<file path="src/rtl/txst_pkg.sv">
package txst_pkg;

    typedef enum logic [1:0] {
        ST_IDLE,
        ST_ACTIVE,
        ST_REPORT
    } txst_state_e;

    typedef enum logic [2:0] {
        END_NONE,
        END_DONE,
        END_UNDERRUN,
        END_EXC_COLL,
        END_EXC_DEFER
    } txst_end_e;

    // Field positions of the packed status word
    localparam int unsigned BIT_DEFERRED  = 0;
    localparam int unsigned BIT_UNDERRUN  = 1;
    localparam int unsigned BIT_EXC_DEFER = 2;
    localparam int unsigned CNT_LSB       = 3;
    localparam int unsigned CNT_MSB       = 6;
    localparam int unsigned BIT_RSVD      = 7;
    localparam int unsigned BIT_EXC_COLL  = 8;
    localparam int unsigned CORE_W        = 9;
    localparam int unsigned CNT_W         = CNT_MSB - CNT_LSB + 1;

    function automatic logic [CORE_W-1:0] pack_status(
        input logic             deferred,
        input logic             underrun,
        input logic             exc_defer,
        input logic             exc_coll,
        input logic [CNT_W-1:0] coll_cnt
    );
        logic [CORE_W-1:0] w;
        w                   = '0;
        w[BIT_DEFERRED]     = deferred;
        w[BIT_UNDERRUN]     = underrun;
        w[BIT_EXC_DEFER]    = exc_defer;
        w[CNT_MSB:CNT_LSB]  = exc_coll ? '0 : coll_cnt;
        w[BIT_EXC_COLL]     = exc_coll;
        return w;
    endfunction

endpackage

</file>
<file path="src/rtl/txst_coll_counter.sv">
module txst_coll_counter #(
    parameter int unsigned CNT_W = 4,
    parameter int unsigned LIMIT = 16
) (
    input  logic             clk,
    input  logic             rst_n,
    input  logic             clr,
    input  logic             inc,
    output logic [CNT_W-1:0] cnt,
    output logic             at_last
);
    localparam logic [CNT_W-1:0] LAST_V = CNT_W'(LIMIT - 1);

    always_ff @(posedge clk) begin
        if (!rst_n) begin
            cnt <= '0;
        end else if (clr) begin
            cnt <= '0;
        end else if (inc && (cnt != LAST_V)) begin
            cnt <= cnt + 1'b1;
        end
    end

    // Set when the next collision is the one that reaches the limit
    assign at_last = (cnt == LAST_V);

    AST_COLL_HOLD: assert property (@(posedge clk) disable iff (!rst_n)
        (!inc && !clr) |=> $stable(cnt));

    AST_COLL_STEP: assert property (@(posedge clk) disable iff (!rst_n)
        (inc && !clr && !at_last) |=> (cnt == $past(cnt) + 1'b1));

endmodule

</file>
<file path="src/rtl/txst_defer_timer.sv">
module txst_defer_timer #(
    parameter int unsigned LIMIT = 24288
) (
    input  logic clk,
    input  logic rst_n,
    input  logic clr,
    input  logic en,
    input  logic start,
    input  logic stop,
    input  logic tick,
    output logic over,
    output logic seen
);
    localparam int unsigned SAT = LIMIT + 1;
    localparam int unsigned CW  = $clog2(SAT + 1);
    localparam logic [CW-1:0] SAT_V = CW'(SAT);

    logic          deferring_q;
    logic [CW-1:0] cnt_q;

    always_ff @(posedge clk) begin
        if (!rst_n) begin
            deferring_q <= 1'b0;
            cnt_q       <= '0;
            seen        <= 1'b0;
        end else if (clr) begin
            deferring_q <= 1'b0;
            cnt_q       <= '0;
            seen        <= 1'b0;
        end else if (en) begin
            if (start) begin
                deferring_q <= 1'b1;
                cnt_q       <= '0;
                seen        <= 1'b1;
            end else begin
                if (stop) begin
                    deferring_q <= 1'b0;
                end
                if (deferring_q && tick && (cnt_q != SAT_V)) begin
                    cnt_q <= cnt_q + 1'b1;
                end
            end
        end
    end

    assign over = (cnt_q == SAT_V);

    AST_DEFER_SAT: assert property (@(posedge clk) disable iff (!rst_n)
        cnt_q <= SAT_V);

    AST_DEFER_FROZEN: assert property (@(posedge clk) disable iff (!rst_n)
        (!deferring_q && !clr && !(en && start)) |=> $stable(cnt_q));

    AST_DEFER_NO_TICK: assert property (@(posedge clk) disable iff (!rst_n)
        (!tick && !clr && !(en && start)) |=> $stable(cnt_q));

endmodule

</file>
<file path="src/rtl/tx_status_tracker.sv">
module tx_status_tracker
    import txst_pkg::*;
#(
    parameter int unsigned STATUS_W    = 16,
    parameter int unsigned COLL_LIMIT  = 16,
    parameter int unsigned DEFER_LIMIT = 24288
) (
    input  logic                clk,
    input  logic                rst_n,
    input  logic                frame_start,
    input  logic                coll_pulse,
    input  logic                defer_begin,
    input  logic                defer_end,
    input  logic                bit_tick,
    input  logic                fifo_underrun,
    input  logic                tx_done,
    input  logic                defer_chk_en,
    input  logic                udf_clr,
    output logic [STATUS_W-1:0] status_word,
    output logic                status_valid,
    output logic                abort_req,
    output logic                udf_err
);
    localparam int unsigned PAD_W = STATUS_W - CORE_W;

    txst_state_e       state_q, state_d;
    txst_end_e         end_d;
    logic              active;
    logic              clr;
    logic [CNT_W-1:0]  coll_cnt;
    logic              coll_last;
    logic              defer_over;
    logic              defer_seen;
    logic [CORE_W-1:0] word_q;
    logic              aborted_q;

    assign active = (state_q == ST_ACTIVE);
    assign clr    = (state_q == ST_IDLE) && frame_start;

    txst_coll_counter #(
        .CNT_W (CNT_W),
        .LIMIT (COLL_LIMIT)
    ) u_coll (
        .clk     (clk),
        .rst_n   (rst_n),
        .clr     (clr),
        .inc     (active && coll_pulse),
        .cnt     (coll_cnt),
        .at_last (coll_last)
    );

    txst_defer_timer #(
        .LIMIT (DEFER_LIMIT)
    ) u_defer (
        .clk   (clk),
        .rst_n (rst_n),
        .clr   (clr),
        .en    (active),
        .start (defer_begin),
        .stop  (defer_end),
        .tick  (bit_tick),
        .over  (defer_over),
        .seen  (defer_seen)
    );

    // Ending cause, ranked: underrun, collisions, deferral, completion
    always_comb begin
        end_d = END_NONE;
        if (active) begin
            if (fifo_underrun) begin
                end_d = END_UNDERRUN;
            end else if (coll_pulse && coll_last) begin
                end_d = END_EXC_COLL;
            end else if (defer_chk_en && defer_over) begin
                end_d = END_EXC_DEFER;
            end else if (tx_done) begin
                end_d = END_DONE;
            end
        end
    end

    always_comb begin
        state_d = state_q;
        unique case (state_q)
            ST_IDLE:   if (frame_start)        state_d = ST_ACTIVE;
            ST_ACTIVE: if (end_d != END_NONE)  state_d = ST_REPORT;
            ST_REPORT:                         state_d = ST_IDLE;
            default:                           state_d = ST_IDLE;
        endcase
    end

    // State register
    always_ff @(posedge clk) begin
        if (!rst_n) begin
            state_q <= ST_IDLE;
        end else begin
            state_q <= state_d;
        end
    end

    // Outcome capture on the ACTIVE->REPORT transition
    always_ff @(posedge clk) begin
        if (!rst_n) begin
            word_q    <= '0;
            aborted_q <= 1'b0;
        end else if (end_d != END_NONE) begin
            word_q <= pack_status(defer_seen || defer_begin,
                                  end_d == END_UNDERRUN,
                                  end_d == END_EXC_DEFER,
                                  end_d == END_EXC_COLL,
                                  coll_cnt);
            aborted_q <= (end_d != END_DONE);
        end
    end

    always_ff @(posedge clk) begin
        if (!rst_n) begin
            udf_err <= 1'b0;
        end else if (active && fifo_underrun) begin
            udf_err <= 1'b1;
        end else if (udf_clr) begin
            udf_err <= 1'b0;
        end
    end

    // Outputs
    always_comb begin
        status_valid = (state_q == ST_REPORT);
        abort_req    = (state_q == ST_REPORT) && aborted_q;
        status_word  = {{PAD_W{1'b0}}, word_q};
    end

    AST_VALID_PULSE: assert property (@(posedge clk) disable iff (!rst_n)
        status_valid |=> !status_valid);

    AST_ABORT_WITH_VALID: assert property (@(posedge clk) disable iff (!rst_n)
        abort_req |-> status_valid);

    AST_EXC_COLL_NO_COUNT: assert property (@(posedge clk) disable iff (!rst_n)
        (status_valid && status_word[BIT_EXC_COLL])
            |-> (status_word[CNT_MSB:CNT_LSB] == '0));

    AST_RSVD_ZERO: assert property (@(posedge clk) disable iff (!rst_n)
        (status_word[BIT_RSVD] == 1'b0)
            && (status_word[STATUS_W-1:BIT_EXC_COLL+1] == '0));

    AST_UDF_STICKY: assert property (@(posedge clk) disable iff (!rst_n)
        (udf_err && !udf_clr) |=> udf_err);

    AST_UDF_RAISE: assert property (@(posedge clk) disable iff (!rst_n)
        (active && fifo_underrun) |=> (udf_err && status_valid && abort_req));

    AST_ONE_CAUSE: assert property (@(posedge clk) disable iff (!rst_n)
        status_valid |-> $onehot0({status_word[BIT_EXC_COLL],
                                   status_word[BIT_EXC_DEFER],
                                   status_word[BIT_UNDERRUN]}));

    AST_IDLE_QUIET: assert property (@(posedge clk) disable iff (!rst_n)
        (state_q == ST_IDLE) |=> !status_valid);

endmodule

</file>
<file path="config.mk">
export PLATFORM = sky130hd
export DESIGN_NAME = tx_status_tracker
export DESIGN_NICKNAME = d
export VERILOG_FILES = /design/src/rtl/txst_pkg.sv /design/src/rtl/txst_coll_counter.sv /design/src/rtl/txst_defer_timer.sv /design/src/rtl/tx_status_tracker.sv
export SDC_FILE = /design/constraint.sdc
export NUM_CORES = 1
export LEC_CHECK = 0
export BUFFER_PORTS_ARGS = -buffer_cell sky130_fd_sc_hd__buf_2
export CAP_MARGIN = 20
export CORE_MARGIN = 2
export CORE_UTILIZATION = 58
export CTS_CLUSTER_DIAMETER = 40
export DETAILED_ROUTE_END_ITERATION = 6
export PLACE_DENSITY = 0.8
export SLEW_MARGIN = 0
export SYNTH_ARGS = -nofsm -noshare
export SYNTH_HDL_FRONTEND = slang
export SYNTH_SLANG_ARGS = --single-unit
</file>
<file path="constraint.sdc">
create_clock -name clk -period 4.9 [get_ports clk]
set_clock_uncertainty 0.05 [all_clocks]
set_input_delay 0.245 -clock clk [delete_from_list [all_inputs] [get_ports clk]]
set_output_delay 0.245 -clock clk [all_outputs]
set_load 0.01 [all_outputs]
</file>
## After elaboration in Yosys (flattened, before gate mapping)

Index checks and enable logic that the tools add are counted.

| storage, ports and cells | value |
|---|---|
| bits in registers | 33 |
| word-level logic and storage cells | 58 |

| operators by class | value |
|---|---|
| $add $sub $neg | 2 |
| equality and inequality tests | 12 |
| multiplexer cells | 15 |
| bitwise gates (word level) | 1 |
| reduce and logical (&&, ||, !) cells | 20 |

Operators with widths:

| cell | number |
|---|---|
| 15-bit 2-to-1 mux | 2 |
| 15-bit by 1-bit adder with 15-bit output (second input constant) | 1 |
| 15-bit equality test (second input constant) | 1 |
| 15-bit != test (second input constant) | 1 |
| 3-bit 2-to-1 mux | 4 |
| 1-bit logical AND | 9 |
| 2-bit AND reduction | 4 |
| 3-bit by 2-bit equality test with 1-bit output (second input constant) | 2 |
| 2-bit nonzero test | 3 |
| 1-bit 2-to-1 mux | 5 |
| 4-bit by 1-bit adder with 4-bit output (second input constant) | 1 |
| 4-bit equality test (second input constant) | 1 |
| 2-bit 2-to-1 mux | 2 |
| 4-bit 2-to-1 mux | 1 |
| 4-bit != test (second input constant) | 1 |
| 2-bit one-hot mux with 2 select lines | 1 |
| 3-bit equality test (second input constant) | 1 |
| 3-bit by 1-bit != test with 1-bit output (second input constant) | 1 |
| 3-bit nonzero test | 1 |
| 2-bit by 1-bit equality test with 1-bit output (second input constant) | 1 |
| 2-bit equality test (second input constant) | 1 |
| 2-bit zero test | 1 |
| 2-bit by 1-bit != test with 1-bit output (second input constant) | 1 |
| 2-bit != test (second input constant) | 1 |
| 3 further kinds | 3 |

## Depth between registers and ports, before layout

Gate-level depths: netlist of run 1.

| logic depth | value |
|---|---|
| depth in word-level cells | 9 |
| depth in mapped cells | 7 |
| depth with buffers taken out | 6 |

## Modules after synthesis

From an unflattened synthesis of run 1, not the netlist that was laid out.

| unflattened totals | value |
|---|---|
| cells, all modules | 212 |
| area, all modules | 1,764.2 sq um |

By module, submodules not included:

| module | instances | cells an instance | area an instance (sq um) | seq. area each (sq um) |
|---|---|---|---|---|
| txst_defer_timer | 1 | 116 | 947.2 | 340.3 |
| tx_status_tracker | 1 | 74 | 619.3 | 240.2 |
| txst_coll_counter | 1 | 22 | 197.7 | 80.1 |

## Worst setup path after synthesis of run 1

No wires, ideal clock.

| timing | value |
|---|---|
| path type | flip-flop to flip-flop |
| start | register u_coll.cnt[0] |
| end | register word_q[3] |
| library setup time | 0.127 ns |
| arrival | 1.505 ns |
| path slack | 3.218 ns |
| cell stages (with the launch flop) | 8 |
| buffers on the path | 2 |
| period minus slack after synthesis | 1.682 ns |
| cell sequence | dfxtp_1 > ha_1 > and3_1 > clkbuf_1 > or3b_1 > clkbuf_1 > nand3_1 > mux2i_1 |

| between the ends | value |
|---|---|
| longest elaborated chain between the ends | 7 |
| elaborated cells between the ends (all ways) | 8 |

Ends and longest elaborated chain:

| item | RTL line | text |
|---|---|---|
| from (decl) | txst_coll_counter.sv:9 | `output logic [CNT_W-1:0] cnt,` |
| from (signal assigned) | txst_coll_counter.sv:20 | `cnt <= cnt + 1'b1;` |
| 4-bit equality test | txst_coll_counter.sv:25 | `assign at_last = (cnt == LAST_V);` |
| 1-bit logical AND | tx_status_tracker.sv:72 | `end else if (coll_pulse && coll_last) begin` |
| 3-bit 2-to-1 mux | tx_status_tracker.sv:72 |  |
| 3-bit 2-to-1 mux | tx_status_tracker.sv:70 | `if (fifo_underrun) begin` |
| 3-bit 2-to-1 mux | tx_status_tracker.sv:69 | `if (active) begin` |
| 3-bit by 2-bit equality test with 1-bit output | tx_status_tracker.sv:110 | `end_d == END_EXC_COLL,` |
| 4-bit 2-to-1 mux | txst_pkg.sv:40 | `w[CNT_MSB:CNT_LSB] = exc_coll ? '0 : coll_cnt;` |
| to (signal assigned) | tx_status_tracker.sv:107 | `word_q <= pack_status(defer_seen \|\| defer_begin,` |
| to (decl) | tx_status_tracker.sv:34 | `logic [CORE_W-1:0] word_q;` |

Several ways; a longest one is shown, not always the timed one.
A chain may end at the register's enable or synchronous reset.

## Final worst setup path of run 1

| timing | value |
|---|---|
| start | register state_q[0] |
| end | register u_defer.cnt_q[13] |

| between the ends | value |
|---|---|
| longest elaborated chain between the ends | 3 |
| elaborated cells between the ends (all ways) | 5 |

Ends and longest elaborated chain:

| item | RTL line | text |
|---|---|---|
| from (decl) | tx_status_tracker.sv:26 | `txst_state_e state_q, state_d;` |
| from (signal assigned) | tx_status_tracker.sv:97 | `state_q <= state_d;` |
| 2-bit zero test | tx_status_tracker.sv:38 | `assign clr = (state_q == ST_IDLE) && frame_start;` |
| 1-bit logical AND | tx_status_tracker.sv:38 |  |
| 2-bit OR reduction (no source line) | n/a |  |
| to (signal assigned) | txst_defer_timer.sv:40 | `cnt_q <= cnt_q + 1'b1;` |
| to (decl) | txst_defer_timer.sv:19 | `logic [CW-1:0] cnt_q;` |

Several ways; a longest one is shown, not always the timed one.

==> impl_metrics.json, run 1 <==
{
  "setup-violations-final": 0,
  "synth_area_per_cell_um2": 8.42,
  "period_share_pct": 45.4,
  "cts_tree": "yes",
  "p_int_mw": 0.339,
  "max_freq_ghz": 0.450,
  "min_to": "word_q[1]",
  "cts-root-buf": "clkbuf_4",
  "irDropWorstVdd_uv": 229,
  "drt_iter0_drc": 50,
  "core.rowCount": 19,
  "start_util_pct": 61.3,
  "combPwrFrac_pct": 8.4,
  "async_flop_share_pct": 0,
  "htreeDepth": 2,
  "clk_pin_slew_worst_paths_ns": 0.10,
  "holdWs_ns": 0.154,
  "min_path_type": "in2reg",
  "slew_headroom_pct": 55.7,
  "design_area_um2": 1800,
  "synth-seq-area-share_pct": 39.1,
  "path_depth": 4,
  "outcome": "completed",
  "p_switching_mw": 0.119,
  "drv_cap": 0,
  "crit_slowest_cell": "nor2b_1",
  "synth_flop_cell": "dfxtp_1",
  "antenna_found_initial": 0,
  "r2r_end": "u_defer.cnt_q[13]",
  "yosysUniqueCellTypes": 45,
  "grt_pass1_wl_mm": 5.95,
  "hp-start": "fifo_underrun",
  "rsz0062_at_grt": "no",
  "remaining_drc_errors": 0,
  "die_w_um": 58.0,
  "grt_pass1_vias": 1329,
  "seqPwrFrac_pct": 59.9,
  "firstDrtPassIters": 4,
  "synth_edf_count": 0,
  "hpwl_mm": 2.62,
  "synth-seq-cells": 33,
  "grt_overflow_total": 0,
  "hold_buffers": 0,
  "leakagePower_nw": 0.693,
  "clock_path_buffers": 2,
  "antenna_cells": 0,
  "place_ws_ns": 2.75,
  "r2r_cells": 4,
  "synth_cells": 201,
  "power_frac_clock_pct": 31.6,
  "syn_area_um2": 1690,
  "cp_data_arrival_time_ns": 2.45,
  "vias": 1484,
  "place.gp.congestion": 0.840,
  "cp_cell_sequence": "nor2b_1, nand3_1, or4_1, nand2_1",
  "fillers": 236,
  "cp_max_fo": 11,
  "grt_use_total_pct": 23.4,
  "ys_warn_count": 0,
  "rrSetupSlack_ns": 2.68,
  "tightest_slew_ns": 0.664,
  "final_core_util_pct": 65.3,
  "endpoint_kind": "flop",
  "critPathKind": "reg2reg",
  "wl_per_cell_um": 14.0,
  "final_common_cell": "dfxtp_1",
  "dpl_cell_area_um2": 1750,
  "cts_setup_buffers": 0,
  "postCtsResizedCells": 0,
  "fp.dieH_um": 58.0,
  "cts_sinks": 33,
  "cp-start-kind": "flop",
  "clock_latency_ns": 0.33,
  "core_um2": 2760,
  "dp_cells": 241,
  "fin_crit_ns": 2.22,
  "drv_slew": 0,
  "final_cells": 249,
  "reg2reg_from": "state_q[0]",
  "finalWorstSetupSlack_ns": 2.68,
  "pin_count": 30,
  "cp_slowest_stage_delay_ns": 0.59,
  "die_area_um2": 3360,
  "syn_to_final_growth_pct": 6.44,
  "power_density_nw_per_um2": 255,
  "hold_viol_final": 0,
  "drt_wl_total_mm": 3.48,
  "numPortBuffers": 21,
  "drive_gt1_share_pct": 15.1,
  "timing.critical_path.buf_inv": 0,
  "cts-buffers-inserted": 5,
  "switching_share_pct": 26.0,
  "ant_nets": 0,
  "final_cell_mix": "33 x dfxtp_1, 21 x buf_2, 20 x nand2_1, 15 x a21oi_1, 12 x nor2_1",
  "hold_depth": 3,
  "grt_max_degree": 19,
  "total_power_mw": 0.458,
  "worstPathRequired_ns": 5.13,
  "layout.nets": 231,
  "tns_ns": 0,
  "critPathTopFamily": "simple AND/OR/NAND/NOR gates",
  "routed_via_density": 5.96
}
==> flip-flops by register name (all words and copies together), names as in the netlist <==
register	count
aborted_q	1
u_defer.cnt_q	15
word_q	8
udf_err	1
state_q	2
u_defer.deferring_q	1
u_coll.cnt	4
u_defer.seen	1
==> worst max-delay path by stage <==
stage,startpoint,to
after floorplan,u_coll.cnt[0],word_q[3]
final,state_q[0],u_defer.cnt_q[13]
after CTS,state_q[0],u_defer.cnt_q[13]
after global routing,state_q[0],u_defer.cnt_q[11]
after detailed placement,state_q[0],u_defer.cnt_q[13]
after global placement,state_q[0],u_defer.cnt_q[13]
==> Yosys cell counts, types with 4 or more instances <==
library cell  count  area [um^2]
buf_4             9         67.6
or3_1             9         56.3
nor2b_1           4         25.0
a21oi_1          15         75.1
and2_1            4         25.0
nand4_1           5         31.3
nor2_1           12         45.0
nand3_1          10         50.1
and3_1            5         31.3
nand2_1          20         75.1
buf_2             6         30.0
dfxtp_1          33          661
mux2i_1           8         80.1
nand2b_1          4         25.0
clkbuf_1          4         15.0
o21ai_0          10         50.1
nor3_1            5         25.0
==> cell families (layout without fill, tap and decap cells) <==
logic type,count (synthesis),count (layout),share of synthesized area (%)
DFF,33,33,39.1
adders and majority gates,3,3,2.22
xor gates and xnor gates,4,4,2.07
and+or+nand+nor,92,92,30.6
buffers and inverters,22,32,7.32
other,1,8,0.222
AOI/OAI and AO/OA,38,38,13.8
muxes,8,8,4.73
==> worst reg2reg max path: cells and delay by family, from the launching register on <==
| kind | cells | cell delay, ns |
|---|---|---|
| flops | 1 | 0.47 |
| simple gates | 4 | 1.66 |
==> power by group through the flow <==
stage / clock network (mW) / logic (mW) / registers (mW)
global route: 0.164 / 0.0433 / 0.275
floorplan: 0 / 0.0337 / 0.280
detailed placement: 0 / 0.0382 / 0.281
global placement: 0 / 0.0373 / 0.281
CTS: 0.150 / 0.0384 / 0.275
finish: 0.145 / 0.0386 / 0.275
==> per-layer routing <==
layer	GRT usage (%)	part of all wire (%)	up-vias	wire (um)
met3	7.37	4.7	2	162
met2	41.4	52	41	1820
met1	26.9	43	705	1490
li1	-	-	736	-
met4	6.98	0.40	0	14
met5	0	0	-	0
==> cell type report <==
| cell class | count | area [um^2] | area share (%) |
|---|---|---|---|
| multi-input cells | 153 | 933 | 51.8 |
| clock buffers | 6 | 41.3 | 2.29 |
| clock inverters | 2 | 10.0 | 0.556 |
| inverters | 3 | 11.3 | 0.625 |
| well taps | 31 | 38.8 | 2.15 |
| repair buffers | 21 | 105 | 5.84 |
| flip-flops and latches | 33 | 661 | 36.7 |
No activity file was read; power rests on OpenSTA's default activity.
==> run 2, diff against run 1 <==
- CORE_UTILIZATION: 58 -> 55
- PLACE_DENSITY: 0.8 -> 0.77
- clock period: 4.9 -> 2.2 ns (I/O delays scaled with it)
==> run 2 against run 1 <==
  * Register-to-register slack got worse by 2.4 ns
  * Wire length rose by 3.3%
  * Sequential power rose by 120%
  * Final cell count rose by 0.80%
  * Sequential share of layout area fell by 0.18 points
  * First-iteration DRC count rose by 2.0%
  * Worst setup slack got worse by 2.4 ns
  * Clock power rose by 100%
  * Non-clock buffer count rose by 2
  * Worst hold slack got worse by 0.13 ns
  * Maximum frequency rose by 15%
  * Cell area rose by 0.49%
  * Critical path type unchanged
  * Largest cell class unchanged
  * Largest power group unchanged
==> impl_metrics.json, run 2 (synthesis results as in run 1) <==
{
  "htreeDepth": 2,
  "final_common_cell": "dfxtp_1",
  "multi_input_area_um2": 933,
  "met2_length_mm": 1.80,
  "syn_to_final_growth_pct": 6.95,
  "rsz0062_at_grt": "no",
  "pin_count": 30,
  "cts_tree": "yes",
  "cp_max_fo": 11,
  "postCtsResizedCells": 0,
  "remaining_drc_errors": 0,
  "leakagePower_nw": 0.698,
  "cp_data_arrival_time_ns": 2.15,
  "layout.nets": 233,
  "antenna_found_initial": 0,
  "fin_crit_ns": 1.93,
  "drv_cap": 0,
  "antenna_cells": 0,
  "min_path_type": "in2reg",
  "start_util_pct": 56.8,
  "drt_iter0_drc": 51,
  "numPortBuffers": 21,
  "ant_nets": 0,
  "core.rowCount": 20,
  "grt_pass1_vias": 1464,
  "fp.dieH_um": 59.5,
  "max_freq_ghz": 0.519,
  "final_core_util_pct": 60.8,
  "slew_headroom_pct": 57.9,
  "wl_met3_um": 167,
  "top_layer": "met4",
  "total_power_mw": 1.00,
  "dp_cells": 245,
  "cts_sinks": 33,
  "die_area_um2": 3540,
  "largest_register_ffs": 15,
  "cts_setup_buffers": 0,
  "drt_wl_total_mm": 3.60,
  "wl_per_cell_um": 14.3,
  "hold_viol_final": 0,
  "tightest_slew_ns": 0.626,
  "r2r_cells": 4,
  "rrSetupSlack_ns": 0.27,
  "drive_gt1_share_pct": 15.6,
  "reg_top3": "u_defer.cnt_q x15, word_q x8, u_coll.cnt x4",
  "hpwl_mm": 2.71,
  "final_cell_mix": "33 x dfxtp_1, 21 x buf_2, 20 x nand2_1, 15 x a21oi_1, 12 x nor2_1",
  "cts-buffers-inserted": 5,
  "die_w_um": 59.5,
  "tns_ns": 0,
  "routed_via_density": 5.91,
  "worstPathRequired_ns": 2.42,
  "holdWs_ns": 0.0249,
  "hold_buffers": 0,
  "final_cells": 251,
  "place.gp.congestion": 0.905,
  "clock_path_buffers": 2,
  "period_share_pct": 87.6,
  "core_um2": 2980,
  "r2r_end": "u_defer.cnt_q[13]",
  "fillers": 278,
  "vias": 1483,
  "crit_path_start": "state_q[0]",
  "clk_pin_slew_worst_paths_ns": 0.10,
  "cts-root-buf": "clkbuf_4",
  "outcome": "completed",
  "power_density_nw_per_um2": 553,
  "grt_use_total_pct": 22.6,
  "grt_max_degree": 19,
  "drv_slew": 0,
  "grt_pass1_wl_mm": 6.04,
  "grt_overflow_total": 0,
  "drt-met1-wl_mm": 1.55,
  "endpoint_kind": "flop",
  "setup-violations-final": 0,
  "register_area_um2": 661,
  "reg2reg_from": "state_q[0]",
  "top_register": "u_defer.cnt_q",
  "worstSetupEndpoint": "u_defer.cnt_q[13]",
  "cp-start-kind": "flop",
  "clock_latency_ns": 0.32,
  "irDropWorstVdd_uv": 321,
  "critPathKind": "reg2reg",
  "firstDrtPassIters": 4
}
[run 2: cell types whose count changed in the layout (fill, tap and decap cells not counted), sizes merged]
cell and change:
buf +2, clkbuf -1, clkinv -1
[run 2: where the power goes]
| part | total [mW] | switching [mW] | internal [mW] |
|---|---|---|---|
| clock | 0.296 | 0.186 | 0.111 |
| combinational | 0.0922 | 0.0601 | 0.0321 |
| sequential | 0.612 | 0.00742 | 0.605 |
| total | 1.00 | 0.253 | 0.748 |
[run 2: cell type report]
class	instances	share of cell area, %
Inverter	3	0.622
Sequential cell	33	36.5
Clock inverter	1	0.277
Clock buffer	5	2.07
Multi-Input combinational cell	153	51.6
Tap cell	33	2.28
Timing Repair Buffer	23	6.64
[run 2: how the worst min path moves through the flow]
stage | start | to | slack (ns) | depth (start not counted)
2_1_floorplan | fifo_underrun | word_q[1] | 0.20 | 2
3_3_place_gp | defer_end | u_defer.deferring_q | 0.36 | 4
5_1_grt | fifo_underrun | word_q[1] | 0.004 | 3
6_report | fifo_underrun | word_q[1] | 0.02 | 3
3_5_place_dp | defer_end | u_defer.deferring_q | 0.37 | 4
4_1_cts | fifo_underrun | word_q[1] | 0.01 | 3
[run 2: stage by stage]
step	cell area, um^2	worst slack, ns
global placement	1770	0.370
global route	1810	0.114
detailed placement	1770	0.309
floorplan	1720	0.518
finish	1810	0.273
CTS	1810	0.294
[run 2: per-layer routing]
layer,GRT usage (%),vias up
li1,-,733
met1,25.4,700
met2,38.1,40
met3,7.21,10
met4,11.4,0
met5,0,-
[run 2: critical path: stages (launching register included)]
cell	delay, ns
dfxtp_1	0.48
nor2b_1	0.36
nand3_1	0.35
or4_1	0.56
nand2_1	0.08
==> run 3, diff against run 2 <==
- HOLD_SLACK_MARGIN: unset -> 0.15
==> run 3 against run 2 <==
  * Final cell count up 3.2%
  * Sequential share of layout area down 1.5 points
  * Sequential cell count unchanged
  * Critical path type unchanged
  * Worst hold slack better by 0.15 ns
  * Clock power about the same
  * Critical endpoint is now aborted_q
  * Maximum frequency down 6.9%
  * Largest power group unchanged
==> impl_metrics.json, run 3 (synthesis results as in run 1) <==
{
  "place.gp.congestion": 0.905,
  "tns_ns": 0,
  "layout.nets": 241,
  "grt_pass1_vias": 1509,
  "cp_max_fo": 6,
  "ant_nets": 0,
  "core_um2": 2980,
  "irDropWorstVdd_uv": 326,
  "power_density_nw_per_um2": 536,
  "core.rowCount": 20,
  "tightest_slew_ns": 0.626,
  "clock_latency_ns": 0.32,
  "wl_met3_um": 134,
  "endpoint_kind": "flop",
  "htreeDepth": 2,
  "fillers": 270,
  "total_power_mw": 1.01,
  "fp.dieH_um": 59.5,
  "die_w_um": 59.5,
  "rsz0062_at_grt": "no",
  "cts-buffers-inserted": 5,
  "vias": 1527,
  "routed_via_density": 5.90,
  "antenna_cells": 0,
  "wl_per_cell_um": 14.1,
  "clock_path_buffers": 2,
  "drt_iter0_drc": 53,
  "outcome": "completed",
  "final_cell_mix": "33 x dfxtp_1, 21 x buf_2, 20 x nand2_1, 15 x a21oi_1, 12 x nor2_1",
  "reg_top3": "u_defer.cnt_q x15, word_q x8, u_coll.cnt x4",
  "cp_slowest_stage_delay_ns": 0.54,
  "crit_slowest_cell": "dlygate4sd3_1",
  "antenna_found_initial": 0,
  "cp-start-kind": "flop",
  "slew_headroom_pct": 57.9,
  "fin_crit_ns": 2.07,
  "dpl_cell_area_um2": 1770,
  "start_util_pct": 56.8,
  "hold_viol_final": 0,
  "hpwl_mm": 2.71,
  "remaining_drc_errors": 0,
  "top_layer": "met4",
  "top_register": "u_defer.cnt_q",
  "grt_pass1_wl_mm": 6.21,
  "drv_slew": 0,
  "cts_sinks": 33,
  "critPathKind": "reg2reg",
  "drv_cap": 0,
  "final_common_cell": "dfxtp_1",
  "leakagePower_nw": 0.731,
  "worstPathRequired_ns": 2.43,
  "max_freq_ghz": 0.483,
  "grt_use_total_pct": 23.2,
  "timing.critical_path.buf_inv": 1,
  "drive_gt1_share_pct": 15.0,
  "syn_to_final_growth_pct": 11.7,
  "largest_register_ffs": 15,
  "critPathTopFamily": "buffers and inverters",
  "period_share_pct": 94.1,
  "cts_tree": "yes",
  "numPortBuffers": 21,
  "grt_max_degree": 19,
  "firstDrtPassIters": 4,
  "pin_count": 30,
  "design_area_um2": 1890,
  "clk_pin_slew_worst_paths_ns": 0.10,
  "setup-violations-final": 0,
  "die_area_um2": 3540,
  "cp_cell_sequence": "ha_1, and4bb_2, nand4_1, a21oi_1, o21a_1, dlygate4sd3_1",
  "met2_length_mm": 1.85,
  "grt_overflow_total": 0,
  "cts-root-buf": "clkbuf_4",
  "cp_data_arrival_time_ns": 2.30,
  "postCtsResizedCells": 0,
  "drt_wl_total_mm": 3.66,
  "min_path_type": "in2reg",
  "drt-met1-wl_mm": 1.60,
  "holdWs_ns": 0.179
}
run 3: cell types whose count changed in the layout (fill, tap and decap cells not counted):
cell           previous run  this run
dlygate4sd3_1             0         8
run 3: cell type report:
class	instances	area [um^2]	area share, %
Multi-Input combinational cell	153	933	49.4
Sequential cell	33	661	35.0
Timing Repair Buffer	31	200	10.6
Tap cell	33	41.3	2.19
Clock buffer	5	37.5	1.99
Inverter	3	11.3	0.596
Clock inverter	1	5.00	0.265
run 3: final timing paths:
check / slack [ns] / depth (start not counted) / endpoint / startpoint
worst max-delay path: 0.13 / 6 / aborted_q / u_defer.cnt_q[0]
worst min-delay path: 0.18 / 3 / word_q[0] / defer_begin
worst max register to register: 0.13 / 6 / aborted_q / u_defer.cnt_q[0]
worst min register to register: 0.41 / 2 / word_q[1] / word_q[1]
run 3: worst register-to-register path: cells and delay by family (launching register included):
family / cells / cell delay, ns
buffers and inverters: 1 / 0.54
AND/OR/NAND/NOR: 2 / 0.48
flip-flops: 1 / 0.43
AO/OA/AOI/OAI: 2 / 0.34
adder cells (fa/ha/maj): 1 / 0.18
run 3: report_power, final:
part	switching, mW	internal (mW)	total, mW
clock network	0.187	0.111	0.298
registers	0.00746	0.605	0.612
logic	0.0619	0.0408	0.103
total	0.256	0.756	1.01
run 3: per-stage QoR:
stage | instances | utilization, % | setup WS (ns)
after floorplan | 208 | - | 0.518
after global placement | 245 | 59.3 | 0.370
after detailed placement | 245 | 59.3 | 0.309
after CTS | 259 | 63.4 | 0.151
after global routing | 259 | 63.4 | 0.00972
final | 259 | 63.4 | 0.131
run 3: timing repair:
item / CTS / global route
buffers inserted: 0 / 0
hold endpoints to repair: 14 / 0
hold buffers: 8 / 0
run 3: layer usage:
metal / track usage (%) / up-vias
met5: 0 / -
met4: 11.4 / 0
met1: 26.1 / 725
li1: - / 750
met2: 39.6 / 41
met3: 6.77 / 11
